==> src/rtl/rcs_pkg.sv <==
package rcs_pkg;
    localparam int NFLAG  = 4;
    localparam int DATA_W = 8;

    // flag index order inside the block: 0 power-on, 1 external, 2 watchdog, 3 debug
    localparam int IDX_POR = 0;
    localparam int IDX_EXT = 1;
    localparam int IDX_WDT = 2;
    localparam int IDX_DBG = 3;

    typedef struct packed {
        logic dbg;
        logic wdt;
        logic ext;
        logic por;
    } flags_t;

    // software-visible bit position of each flag
    function automatic int flag_bit(input int idx);
        case (idx)
            IDX_POR: flag_bit = 0;
            IDX_EXT: flag_bit = 1;
            IDX_WDT: flag_bit = 3;
            default: flag_bit = 4;
        endcase
    endfunction

    function automatic logic [DATA_W-1:0] pack_flags(input flags_t f);
        logic [DATA_W-1:0] b;
        b = '0;
        b[flag_bit(IDX_POR)] = f.por;
        b[flag_bit(IDX_EXT)] = f.ext;
        b[flag_bit(IDX_WDT)] = f.wdt;
        b[flag_bit(IDX_DBG)] = f.dbg;
        return b;
    endfunction
endpackage

==> src/rtl/rcs_bus_decode.sv <==
module rcs_bus_decode #(
    parameter int              ADDR_W   = 6,
    parameter logic [ADDR_W-1:0] REG_ADDR = '0
) (
    input  logic [ADDR_W-1:0] bus_addr,
    input  logic              bus_we,
    output logic              hit,
    output logic              wr_hit
);
    always_comb begin
        hit    = (bus_addr == REG_ADDR);
        wr_hit = hit && bus_we;
    end
endmodule

==> src/rtl/rcs_flag_cell.sv <==
module rcs_flag_cell #(
    parameter bit IS_POR = 1'b0
) (
    input  logic clk,
    input  logic por_evt,
    input  logic set_evt,
    input  logic clr_req,
    output logic q
);
    logic q_nxt;

    generate
        if (IS_POR) begin : g_por
            // only software clears this flag; the power-on event sets it
            always_comb begin
                if (set_evt)      q_nxt = 1'b1;
                else if (clr_req) q_nxt = 1'b0;
                else              q_nxt = q;
            end
        end else begin : g_other
            // power-on clears, then own event, then software clear
            always_comb begin
                if (por_evt)      q_nxt = 1'b0;
                else if (set_evt) q_nxt = 1'b1;
                else if (clr_req) q_nxt = 1'b0;
                else              q_nxt = q;
            end
        end
    endgenerate

    always_ff @(posedge clk) begin
        q <= q_nxt;
    end
endmodule

==> src/rtl/rcs_readback.sv <==
module rcs_readback
    import rcs_pkg::*;
(
    input  flags_t            flags,
    input  logic              hit,
    output logic [DATA_W-1:0] rdata
);
    always_comb begin
        rdata = hit ? pack_flags(flags) : '0;
    end
endmodule

==> src/rtl/rst_cause_reg.sv <==
module rst_cause_reg
    import rcs_pkg::*;
#(
    parameter int                ADDR_W   = 6,
    parameter logic [ADDR_W-1:0] REG_ADDR = 6'h34
) (
    input  logic              clk,
    input  logic              por_evt,
    input  logic              ext_evt,
    input  logic              wdt_evt,
    input  logic              dbg_evt,
    input  logic [ADDR_W-1:0] bus_addr,
    input  logic              bus_we,
    input  logic [7:0]        bus_wdata,
    output logic [7:0]        bus_rdata
);
    logic             hit;
    logic             wr_hit;
    logic [NFLAG-1:0] evt_vec;
    logic [NFLAG-1:0] clr_vec;
    logic [NFLAG-1:0] flag_q;
    flags_t           flags;

    rcs_bus_decode #(.ADDR_W(ADDR_W), .REG_ADDR(REG_ADDR)) u_dec (
        .bus_addr (bus_addr),
        .bus_we   (bus_we),
        .hit      (hit),
        .wr_hit   (wr_hit)
    );

    always_comb begin
        evt_vec[IDX_POR] = por_evt;
        evt_vec[IDX_EXT] = ext_evt;
        evt_vec[IDX_WDT] = wdt_evt;
        evt_vec[IDX_DBG] = dbg_evt;
    end

    generate
        for (genvar i = 0; i < NFLAG; i++) begin : g_flag
            localparam int BITPOS = flag_bit(i);
            assign clr_vec[i] = wr_hit && !bus_wdata[BITPOS];
            rcs_flag_cell #(.IS_POR(i == IDX_POR)) u_cell (
                .clk     (clk),
                .por_evt (por_evt),
                .set_evt (evt_vec[i]),
                .clr_req (clr_vec[i]),
                .q       (flag_q[i])
            );
        end
    endgenerate

    always_comb begin
        flags.por = flag_q[IDX_POR];
        flags.ext = flag_q[IDX_EXT];
        flags.wdt = flag_q[IDX_WDT];
        flags.dbg = flag_q[IDX_DBG];
    end

    rcs_readback u_rb (
        .flags (flags),
        .hit   (hit),
        .rdata (bus_rdata)
    );
endmodule

==> config.mk <==
export PLATFORM = sky130hd
export DESIGN_NAME = rst_cause_reg
export DESIGN_NICKNAME = d
export VERILOG_FILES = /design/src/rtl/rcs_pkg.sv /design/src/rtl/rcs_bus_decode.sv /design/src/rtl/rcs_flag_cell.sv /design/src/rtl/rcs_readback.sv /design/src/rtl/rst_cause_reg.sv
export SDC_FILE = /design/constraint.sdc
export NUM_CORES = 1
export LEC_CHECK = 0
export ABC_AREA = 0
export BUFFER_PORTS_ARGS = -buffer_cell sky130_fd_sc_hd__buf_2
export CAP_MARGIN = 20
export CORE_AREA = 2 2 39 41
export CTS_BUF_LIST = sky130_fd_sc_hd__clkbuf_8
export CTS_CLUSTER_DIAMETER = 120
export DETAILED_ROUTE_END_ITERATION = 8
export DIE_AREA = 0 0 41 43
export GPL_TIMING_DRIVEN = 1
export PLACE_DENSITY = 0.55
export SLEW_MARGIN = 20
export SYNTH_ARGS = -nofsm -noshare
export SYNTH_HDL_FRONTEND = slang
export SYNTH_HIERARCHICAL = 1
export SYNTH_SLANG_ARGS = --single-unit
==> constraint.sdc <==
create_clock -name clk -period 1.2 [get_ports clk]
set_input_delay 0.12 -clock clk [delete_from_list [all_inputs] [get_ports clk]]
set_output_delay 0.12 -clock clk [all_outputs]
set_load 0.01 [all_outputs]
; ---- Word level (Yosys, flattened, before mapping)
; Index checks and enable logic that the tools add are counted.
[totals]
ff_bits = 4
out_inout_bits = 8
wordCells = 24
[op_classes]
eq_ne = 1
muxes = 7
reduce_logical = 12
[ops]
columns = cell, n
row1 = $eq 6x6->1 const B, 1
row2 = $mux 1, 6
row3 = $reduce_bool 2->1, 3
row4 = $logic_and 1x1->1, 5
row5 = $mux 5, 1
row6 = $logic_not 1->1, 4

; ---- Depth between registers and ports, before layout
[depth]
depth_word = 5
ltp_mapped = 5
depth_no_buf = 5

; ---- By module
; The synthesis kept the hierarchy.
[modules_own_cells]
columns = module, n_inst, cells_per_inst, area_per_inst_um2, seq_area_each_um2
row1 = rcs_flag_cell at g_flag[1].u_cell ..., 3, 4, 38.8, 20.0
row2 = rcs_readback, 1, 9, 58.8, 0.0
row3 = rcs_bus_decode, 1, 5, 45.0, 0.0
row4 = rst_cause_reg, 1, 4, 35.0, 0.0
row5 = rcs_flag_cell at g_flag[0].u_cell, 1, 3, 31.3, 20.0

; ---- Worst setup path after synthesis
; Ideal clock, no wire load.
[synth_timing]
kind = input to register
startpoint = input port bus_addr[3]
endpoint = register g_flag[0].u_cell.q
t_arrival_ns = 0.816
slack_ns = 0.270
path_stages = 5
cell_sequence = nand3b_1 -> nor4_2 -> and2b_2 -> inv_1 -> a21o_1
[synth_via]
elab_chain_len = 3
[synth_lines]
columns = item, line_no
row1 = "start, declared", rst_cause_reg.sv:12  ; input logic [ADDR_W-1:0] bus_addr,
row2 = $eq 6x6->1, rcs_bus_decode.sv:11  ; hit = (bus_addr == REG_ADDR);
row3 = $logic_and 1x1->1, rcs_bus_decode.sv:12  ; wr_hit = hit && bus_we;
row4 = via wr_hit, rst_cause_reg.sv:18  ; logic wr_hit;
row5 = $logic_and 1x1->1, rst_cause_reg.sv:41  ; assign clr_vec[i] = wr_hit && !bus_wdata[BITPOS];
row6 = via clr_vec[0], rst_cause_reg.sv:20  ; logic [NFLAG-1:0] clr_vec;
row7 = "end signal, assigned", rcs_flag_cell.sv:32  ; q <= q_nxt;
row8 = "end, declared", rcs_flag_cell.sv:8  ; output logic q
; The timed path passes the listed nets, and every way through them passes these cells.
; A chain may end at the register's enable or synchronous reset.

; ---- Final worst setup path
[layout_timing]
startpoint = input port bus_addr[3]
endpoint = output port bus_rdata[1]
[layout_via]
elab_chain_len = 2
[layout_lines]
columns = item, line_no
row1 = $eq 6x6->1, rcs_bus_decode.sv:11
row2 = via hit, rst_cause_reg.sv:17  ; logic hit;
row3 = $mux 5, rcs_readback.sv:9  ; rdata = hit ? pack_flags(flags) : '0;
row4 = "end, declared", rst_cause_reg.sv:15  ; output logic [7:0] bus_rdata
; The timed path passes the listed nets, and every way through them passes these cells.

==> out/metrics.cfg <==
[run_status]
status=completed

[drt]
antenna_left=0
wl_um=596
drt-pass1-iter-count=3
detail_route.iter0.violations=7
vias_per_cell=3.87
route.vias.total=275
drt-wirelength-per-cell_um=8.39
drcViolationCount=0

[clock_network]
clock_root_buffer=clkbuf_8
clock_pin_slew_of_the_registers_on_the_worst_case_setup_and_hold_paths_ps=30
tritoncts.num_buffers=3
insertion_delay_ps=220
postCtsSetupBuffers=0
cts.repair.resized=0
cts.path.max_buffers=2
tritoncts=yes
tritoncts_num_sinks=4
postCtsHoldBufs=0
clock_tree.htree_level_count=1

[die]
io_pins=28
rows=14
die_height_um=43
core_area_sq_um=1380
die-area_sq_um=1760
floorplan.initialDensity_pct=20.7
die_width_um=41

[worst_setup_path]
worstReg2RegStart=g_flag[1].u_cell/q
critPathMaxFanout=4
start_kind=primary input
worst-endpoint-required_ps=1080
critical-path-max-stage-delay_ps=260
crit_start=bus_addr[3]
cp_slowest_cell=nor4_2
worst_path_most_repeated_cell=buf_2
worstSetupEndpointType=output port
arrival_ps=930
crit_type=in2out
cp_cell_sequence=buf_2 -> nand2b_1 -> nor4_2 -> and2_1 -> buf_2

[global_route]
overflow=0
largest_net_degree_at_the_start_of_global_routing=5
number_of_antenna_violations_at_the_first_check_in_global_routing=0
grt_pass1_vias=231
first_pass_grt_wire_length_um=848
grt_util_all_layers_pct=8.22

[synth]
ys.warnings.count=6
syn-instance-count=33
synth_seq_cells=4
synth_compound_gate_area_share_pct=11.8
synthesis.area_sq_um=287
syn-mean-instance-area_sq_um=8.68
synth_mux_area_share_pct=0
synth_simple_gate_area_share_pct=43.2
post_synth_num_cell_types=12
synth_fa_ha_area_share_pct=0
post_synthesis_sequential_area_ratio_pct=27.9
post_synth_xor_area_fraction_pct=0
synth_top_family_by_area=simple AND/OR/NAND/NOR gates

[finish]
num_antenna_cells=0
nNetsFinal=77
drive_above_1_share_pct=60.0
largest_registers=g_flag.u_cell/q x4
areaGrowthSynthToFinish_pct=50.7
multiInputGateArea_sq_um=173
layout.cell_area.non_filler_sq_um=432
layout.area.seq_sq_um=80.1
final.fill_count=151
registers.top_by_ff_count=g_flag.u_cell/q
largest_register_ffs=4

[placement]
portBuffers=19
detailed_place.area_sq_um=390
gpl.final_weighted_congestion=0.547
dp_hpwl_um=485

[min_path]
min_path_type=in2reg
holdCritStartpoint=por_evt

[timing]
clock-skew-final_ps=0
fin_crit_sh_pct=87.2
final.min_clock_period_ps=1050
setup_repair_after_global_routing_missed_its_margin=no
clock.fmax_mhz=955
finalHoldViolations=0
final.setup.tns_ps=0
final-max-slew-violation-count=0
finalSetupViolCount=0
final.hold.worst_slack_ps=125

[flow_run]
drv_cap=0

[power_and_ir_drop]
power_uw=489
power.static_leakage_uw=0.000229
cellPowerDensity_nw_per_um2=1130
worst_ir_drop_vdd_mv=0.350

-- cells in the mapped netlist (all sizes together) --
cell type,number,share of area [%]
a21oi,3,9.2
nand2b,4,8.7
nand3b,1,2.6
and2,4,8.7
conb,1,1.3
nor4,2,8.7
and2b,4,12
dfxtp,4,28
a21o,1,2.6
inv,4,5.2
buf,4,10
nand2,1,2.2
-- cell usage in the layout (no fill, tap or decap), drive strengths merged --
cell type and instances:
inv 4, buf 20, and2 4, clkbuf 3
a21oi 3, nand3b 1, nand2b 4, nand2 1
dfxtp 4, nor4 2, a21o 1, conb 4
and2b 4
-- critical path: cells and delay by family --
kind	cells	cell delay, ps
buffers and inverters	2	220
AND/OR/NAND/NOR	3	580
-- layer usage --
metal	vias up	wire (um)	GRT usage [%]
li1	139	-	-
met1	111	219	8.65
met2	22	247	9.69
met3	3	106	4.71
met4	0	22	10.0
met5	-	0	0
-- layout make-up --
type / instances / area share (%)
clock buffers: 3 / 9.57
inverters: 4 / 3.48
multi-input cells: 24 / 40.0
flip-flops and latches: 4 / 18.6
well taps: 16 / 4.64
repair buffers: 20 / 23.8
-- per-stage QoR --
step	setup WS (ps)	util [%]	cells
after global placement	83.8	28.2	68
after CTS	109	31.2	71
final	153	31.2	71
after floorplan	270	-	36
after global routing	55.3	31.2	71
after detailed placement	82.7	28.2	68
-- power breakdown --
| part | switching (uW) | total [uW] | internal (uW) |
|---|---|---|---|
| clock network | 73.0 | 287 | 214 |
| registers | 3.15 | 145 | 141 |
| logic | 27.9 | 57.0 | 29.2 |
-- cell families (layout without fill, tap and decap cells) --
| kind of cell | count (synthesis) | count (layout) |
|---|---|---|
| buffers and inverters | 8 | 27 |
| other | 1 | 4 |
| AO/OA/AOI/OAI | 4 | 4 |
| flip-flops | 4 | 4 |
| AND/OR/NAND/NOR | 16 | 16 |
-- final timing paths --
kind | to | slack, ps | cells past startpoint
worst max register to register | g_flag[1].u_cell/q | 620 | 2
worst min register to register | g_flag[0].u_cell/q | 440 | 1
worst min-delay path | g_flag[2].u_cell/q | 120 | 2
worst max-delay path | bus_rdata[1] | 150 | 5
Note: power is estimated with default switching activity, not from simulation.
